File: config.mk
export PLATFORM = sky130hd
export DESIGN_NAME = dbi_codec
export DESIGN_NICKNAME = d
export VERILOG_FILES = /design/src/rtl/dbi_pkg.sv /design/src/rtl/dbi_ctrl.sv /design/src/rtl/dbi_lane.sv /design/src/rtl/dbi_datapath.sv /design/src/rtl/dbi_codec.sv
export SDC_FILE = /design/constraint.sdc
export NUM_CORES = 1
export LEC_CHECK = 0
export CORE_MARGIN = 8
export CORE_UTILIZATION = 35
export DETAILED_ROUTE_END_ITERATION = 12
export PLACE_DENSITY = 0.7
export SLEW_MARGIN = 20
export SYNTH_ARGS = -nofsm -noshare
export SYNTH_HDL_FRONTEND = slang
export SYNTH_HIERARCHICAL = 1
export SYNTH_SLANG_ARGS = --single-unit
File: constraint.sdc
create_clock -name clk -period 5.1 [get_ports clk]
set_input_delay 1.02 -clock clk [delete_from_list [all_inputs] [get_ports clk]]
set_output_delay 1.02 -clock clk [all_outputs]
set_load 0.02 [all_outputs]
File: src/rtl/dbi_pkg.sv
package dbi_pkg;
  localparam int LANE_BITS = 8;
  localparam int INV_THRESHOLD = 5;

  typedef struct packed {
    logic capture;    // accept write data this cycle
    logic wrInvert;   // write inversion enabled
    logic rdInvert;   // read inversion enabled
  } ctrlStrobes_t;
endpackage

File: src/rtl/dbi_ctrl.sv
module dbi_ctrl
  import dbi_pkg::*;
(
  input  logic         clk,
  input  logic         rstN,
  input  logic         cfgLoad,
  input  logic         cfgWrInvEn,
  input  logic         cfgRdInvEn,
  input  logic         wrValidIn,
  output ctrlStrobes_t strobes
);
  logic wrEnReg;
  logic rdEnReg;

  always_ff @(posedge clk) begin
    if (!rstN) begin
      wrEnReg <= 1'b1;
      rdEnReg <= 1'b1;
    end else if (cfgLoad) begin
      wrEnReg <= cfgWrInvEn;
      rdEnReg <= cfgRdInvEn;
    end
  end

  always_comb begin
    strobes.capture  = wrValidIn;
    strobes.wrInvert = wrEnReg;
    strobes.rdInvert = rdEnReg;
  end


  cfg_apply_chk: assert property (@(posedge clk) disable iff (!rstN)
    cfgLoad |=> (strobes.wrInvert == $past(cfgWrInvEn)) && (strobes.rdInvert == $past(cfgRdInvEn)));


  cfg_hold_chk: assert property (@(posedge clk) disable iff (!rstN)
    !cfgLoad |=> $stable(strobes.wrInvert) && $stable(strobes.rdInvert));
endmodule

File: src/rtl/dbi_lane.sv
module dbi_lane
  import dbi_pkg::*;
(
  input  logic                 clk,
  input  logic                 rstN,
  input  ctrlStrobes_t         strobes,
  input  logic [LANE_BITS-1:0] wrByte,
  output logic [LANE_BITS-1:0] wrByteOut,
  output logic                 wrFlagOut,
  input  logic [LANE_BITS-1:0] rdByte,
  input  logic                 rdFlag,
  output logic [LANE_BITS-1:0] rdByteOut
);
  localparam int CNT_W = $clog2(LANE_BITS + 1);

  logic [CNT_W-1:0] onesCount;
  logic             invertNow;

  always_comb begin
    onesCount = '0;
    for (int i = 0; i < LANE_BITS; i++) begin
      onesCount = onesCount + CNT_W'(wrByte[i]);
    end
    invertNow = strobes.wrInvert && (onesCount >= CNT_W'(INV_THRESHOLD));
  end

  always_ff @(posedge clk) begin
    if (!rstN) begin
      wrByteOut <= '0;
      wrFlagOut <= 1'b0;
    end else if (strobes.capture) begin
      wrByteOut <= invertNow ? ~wrByte : wrByte;
      wrFlagOut <= invertNow;
    end
  end

  always_comb begin
    rdByteOut = (strobes.rdInvert && rdFlag) ? ~rdByte : rdByte;
  end


  flag_sparse_chk: assert property (@(posedge clk) disable iff (!rstN)
    wrFlagOut |-> ($countones(wrByteOut) <= 3));


  enc_limit_chk: assert property (@(posedge clk) disable iff (!rstN)
    (strobes.capture && strobes.wrInvert) |=> ($countones(wrByteOut) <= 4));


  wr_bypass_chk: assert property (@(posedge clk) disable iff (!rstN)
    (strobes.capture && !strobes.wrInvert) |=> (!wrFlagOut && wrByteOut == $past(wrByte)));


  lane_hold_chk: assert property (@(posedge clk) disable iff (!rstN)
    !strobes.capture |=> ($stable(wrByteOut) && $stable(wrFlagOut)));


  always_comb begin
    if (rstN === 1'b1 && strobes.rdInvert === 1'b0) begin
      rd_bypass_chk: assert (rdByteOut == rdByte);
    end
  end
endmodule

File: src/rtl/dbi_datapath.sv
module dbi_datapath
  import dbi_pkg::*;
#(
  parameter int WIDTH = 32
) (
  input  logic                 clk,
  input  logic                 rstN,
  input  ctrlStrobes_t         strobes,
  input  logic [WIDTH-1:0]     wrDataIn,
  output logic                 wrValidOut,
  output logic [WIDTH-1:0]     wrDataOut,
  output logic [WIDTH/8-1:0]   wrFlagOut,
  input  logic [WIDTH-1:0]     rdDataIn,
  input  logic [WIDTH/8-1:0]   rdFlagIn,
  output logic [WIDTH-1:0]     rdDataOut
);
  localparam int LANES = WIDTH / LANE_BITS;

  for (genvar g = 0; g < LANES; g++) begin : gLane
    dbi_lane u_lane (
      .clk       (clk),
      .rstN      (rstN),
      .strobes   (strobes),
      .wrByte    (wrDataIn[g*LANE_BITS +: LANE_BITS]),
      .wrByteOut (wrDataOut[g*LANE_BITS +: LANE_BITS]),
      .wrFlagOut (wrFlagOut[g]),
      .rdByte    (rdDataIn[g*LANE_BITS +: LANE_BITS]),
      .rdFlag    (rdFlagIn[g]),
      .rdByteOut (rdDataOut[g*LANE_BITS +: LANE_BITS])
    );
  end

  always_ff @(posedge clk) begin
    if (!rstN) wrValidOut <= 1'b0;
    else       wrValidOut <= strobes.capture;
  end


  valid_follow_chk: assert property (@(posedge clk) disable iff (!rstN)
    strobes.capture |=> wrValidOut);


  valid_drop_chk: assert property (@(posedge clk) disable iff (!rstN)
    !strobes.capture |=> !wrValidOut);
endmodule

File: src/rtl/dbi_codec.sv
module dbi_codec
  import dbi_pkg::*;
#(
  parameter int WIDTH = 32
) (
  input  logic                 clk,
  input  logic                 rstN,
  input  logic                 cfgLoad,
  input  logic                 cfgWrInvEn,
  input  logic                 cfgRdInvEn,
  input  logic                 wrValidIn,
  input  logic [WIDTH-1:0]     wrDataIn,
  output logic                 wrValidOut,
  output logic [WIDTH-1:0]     wrDataOut,
  output logic [WIDTH/8-1:0]   wrFlagOut,
  input  logic [WIDTH-1:0]     rdDataIn,
  input  logic [WIDTH/8-1:0]   rdFlagIn,
  output logic [WIDTH-1:0]     rdDataOut
);
  ctrlStrobes_t strobes;

  dbi_ctrl u_ctrl (
    .clk        (clk),
    .rstN       (rstN),
    .cfgLoad    (cfgLoad),
    .cfgWrInvEn (cfgWrInvEn),
    .cfgRdInvEn (cfgRdInvEn),
    .wrValidIn  (wrValidIn),
    .strobes    (strobes)
  );

  dbi_datapath #(.WIDTH(WIDTH)) u_dp (
    .clk        (clk),
    .rstN       (rstN),
    .strobes    (strobes),
    .wrDataIn   (wrDataIn),
    .wrValidOut (wrValidOut),
    .wrDataOut  (wrDataOut),
    .wrFlagOut  (wrFlagOut),
    .rdDataIn   (rdDataIn),
    .rdFlagIn   (rdFlagIn),
    .rdDataOut  (rdDataOut)
  );


  initial begin
    width_chk: assert (WIDTH == 16 || WIDTH == 32);
  end
endmodule

==> results.sh <==
export IMPL_syn_cell_area_um2=3040
export IMPL_met2WireLength_um=4310
export IMPL_start_kind="input port"
export IMPL_grt_use_total_pct=14.3
export IMPL_hold_buffers=0
export IMPL_drive_above_1_share_pct=1.91
export IMPL_drtPass1Iterations=4
export IMPL_highest_layer="met4"
export IMPL_drc=0
export IMPL_hold_viol=0
export IMPL_route_vias_total=2873
export IMPL_tritoncts="yes"
export IMPL_vdd_drop_max_v=0.000130
export IMPL_diodes=0
export IMPL_grt_start_max_net_pins=76
export IMPL_required_ns=5.24
export IMPL_syn_mean_instance_area_um2=8.66
export IMPL_nets=573
export IMPL_wl_per_cell_um=15.3
export IMPL_synth_cell_types=23
export IMPL_finClkSkew_ns=0.00699
export IMPL_die_h_um=109
export IMPL_cts_buffers_inserted=5
export IMPL_synthCells=351
export IMPL_worstMarginPinSlew_ns=0.783
export IMPL_final_period_utilization_pct=90.5
export IMPL_setup_tns_ns=0
export IMPL_holdCritPathClass="flop to flop"
export IMPL_setup_viol=0
export IMPL_cts_clk_slew_worst_paths_ns=0.07
export IMPL_post_route_util_pct=52.3
export IMPL_wl_met1_um=3880
export IMPL_rows=34
export IMPL_cts_buffer_depth=2
export IMPL_ys_ff_latch=39
export IMPL_grt_overflow=0
export IMPL_syn_nets=453
export IMPL_power_mw=1.30
export IMPL_yosysWarnings=6
export IMPL_post_cts_buffers=0
export IMPL_htreeDepth=2
export IMPL_place_congestion=0.892
export IMPL_core_region_area_um2=8550
export IMPL_crit_type="input port to flop"
export IMPL_ioPinCount=143
export IMPL_start_util_pct=35.5
export IMPL_syn2layout_area_growth_pct=47.0
export IMPL_first_global_vias=2837
export IMPL_fin_crit_ns=4.61
export IMPL_post_cts_resize_count=0
export IMPL_fp_dieArea_um2=11900
export IMPL_fill_cells=809
export IMPL_cts_sinks=39
export IMPL_p_per_area_nw_per_um2=290
export IMPL_antenna_found_initial=0
export IMPL_cp_arrival_ns=4.75
export IMPL_dpl_hpwl_um=7050
export IMPL_synth_seq_area_share_pct=25.7
export IMPL_via_per_inst=4.97
export IMPL_drtAntennaViolNets=0
export IMPL_crit_fanout=17
export IMPL_wl_met3_um=609
export IMPL_slew_violations=0
export IMPL_grt_pass1_wl_um=13900
export IMPL_io_buffers=142
export IMPL_clock_latency_ns=0.28
export IMPL_cap_violations=0
export IMPL_drtIter0Drc=106
export IMPL_drt_wl_total_um=8870
export IMPL_crit_path_end_kind="flop"
export IMPL_clock_root_buffer="clkbuf_8"
export IMPL_outcome="completed"
export IMPL_grt_setup_unrepaired="false"
export IMPL_max_freq_mhz=217
export IMPL_slew_limit_headroom_pct=47.8
export IMPL_power_leakage_nw=1.77
export IMPL_die_x_um=109
==> cell type report <==
class                           count  area [um2]  share of cell area (%)
Clock buffer                        6        72.6                    1.62
Tap cell                          108         135                    3.02
Inverter                           56         210                    4.70
Sequential cell                    39         781                    17.5
Timing Repair Buffer              144        1430                    32.0
Multi-Input combinational cell    225        1840                    41.2
==> synthesized netlist by cell type <==
master,n,share of area [%]
inv_1,56,6.9
and2_1,1,0.21
ha_1,12,4.9
buf_2,4,0.66
clkbuf_1,12,1.5
nand2_1,14,1.7
nand3b_1,36,8.9
o211ai_1,32,7.9
o211a_1,4,1.3
dfxtp_1,39,26
buf_8,4,2.0
xor2_1,4,1.2
nor2b_1,4,0.82
buf_6,4,1.5
fa_1,16,11
nand4_1,32,6.6
nand3_1,28,4.6
buf_1,4,0.49
xnor2_1,32,9.2
a21oi_1,4,0.66
o32a_1,4,1.3
buf_4,3,0.74
mux2i_1,2,0.66
==> critical path, cell delays in order <==
cell             delay, ns
clkdlybuf4s50_1       0.49
inv_1                 0.08
fa_1                  0.55
fa_1                  0.43
fa_1                  0.50
inv_1                 0.05
ha_1                  0.19
inv_1                 0.07
fa_1                  0.41
nor2b_1               0.14
o32a_1                0.54
nand4_1               0.19
o211ai_1              0.11
==> report_power, final <==
group          total, mW  leakage (nW)  switching [mW]  internal [mW]
Sequential         0.392         0.322          0.0307          0.362
Combinational      0.707          1.41           0.374          0.333
Clock              0.196        0.0371           0.105         0.0914
Total               1.30          1.77           0.509          0.786
==> placed cells by master, fill, tap and decap left out <==
cell type          n
a21oi_1            4
and2_1             1
buf_2              1
buf_4              3
clkbuf_1           1
clkbuf_8           5
clkdlybuf4s50_1  140
dfxtp_1           39
fa_1              16
ha_1              12
inv_1             56
mux2i_1            2
nand2_1           14
nand3_1           28
nand3b_1          36
nand4_1           32
nor2b_1            4
o211a_1            4
o211ai_1          32
o32a_1             4
xnor2_1           32
xor2_1             4
==> logic make-up (layout without fill, tap and decap cells) <==
group / after synthesis / count (layout) / synth area share (%)
AOI/OAI and AO/OA: 44 / 44 / 11.2
xor gates and xnor gates: 36 / 36 / 10.4
adders and majority gates: 28 / 28 / 15.5
buffers and inverters: 87 / 206 / 13.8
DFF: 39 / 39 / 25.7
muxes: 2 / 2 / 0.659
and+or+nand+nor: 115 / 115 / 22.8
==> sequential cells by signal, indices dropped and copies added (netlist names) <==
name                         flops
u_dp/gLane.u_lane/wrFlagOut      4
u_dp/wrValidOut                  1
u_ctrl/rdEnReg                   1
u_ctrl/wrEnReg                   1
u_dp/gLane.u_lane/wrByteOut     32
==> metrics by stage <==
step	std cells	cell area, um2	hold WS (ns)	setup WS [ns]
after floorplan	351	3040	0.441	0.944
after global placement	572	4390	0.480	0.256
after detailed placement	572	4390	0.488	0.191
after CTS	578	4470	0.505	0.491
after global routing	578	4470	0.524	0.319
final	578	4470	0.502	0.485
==> per-layer routing <==
metal  up-vias  GRT usage [%]
met1      1326           17.0
met2       103           25.8
met4         0           3.66
met3         4           2.78
li1       1440              -
met5         -              0
==> path summary, 6_finish.rpt <==
kind / start / endpoint / slack (ns) / cells after the start
setup / recovery: wrDataIn[24] / u_dp/gLane[3].u_lane/wrByteOut[7] / 0.49 / 13
hold / removal: u_dp/gLane[1].u_lane/wrFlagOut / u_dp/gLane[1].u_lane/wrFlagOut / 0.50 / 1
setup reg to reg: u_ctrl/wrEnReg / u_dp/gLane[1].u_lane/wrByteOut[6] / 3.45 / 4
hold reg to reg: u_dp/gLane[1].u_lane/wrFlagOut / u_dp/gLane[1].u_lane/wrFlagOut / 0.50 / 1
No activity file was read; power rests on OpenSTA's default activity.
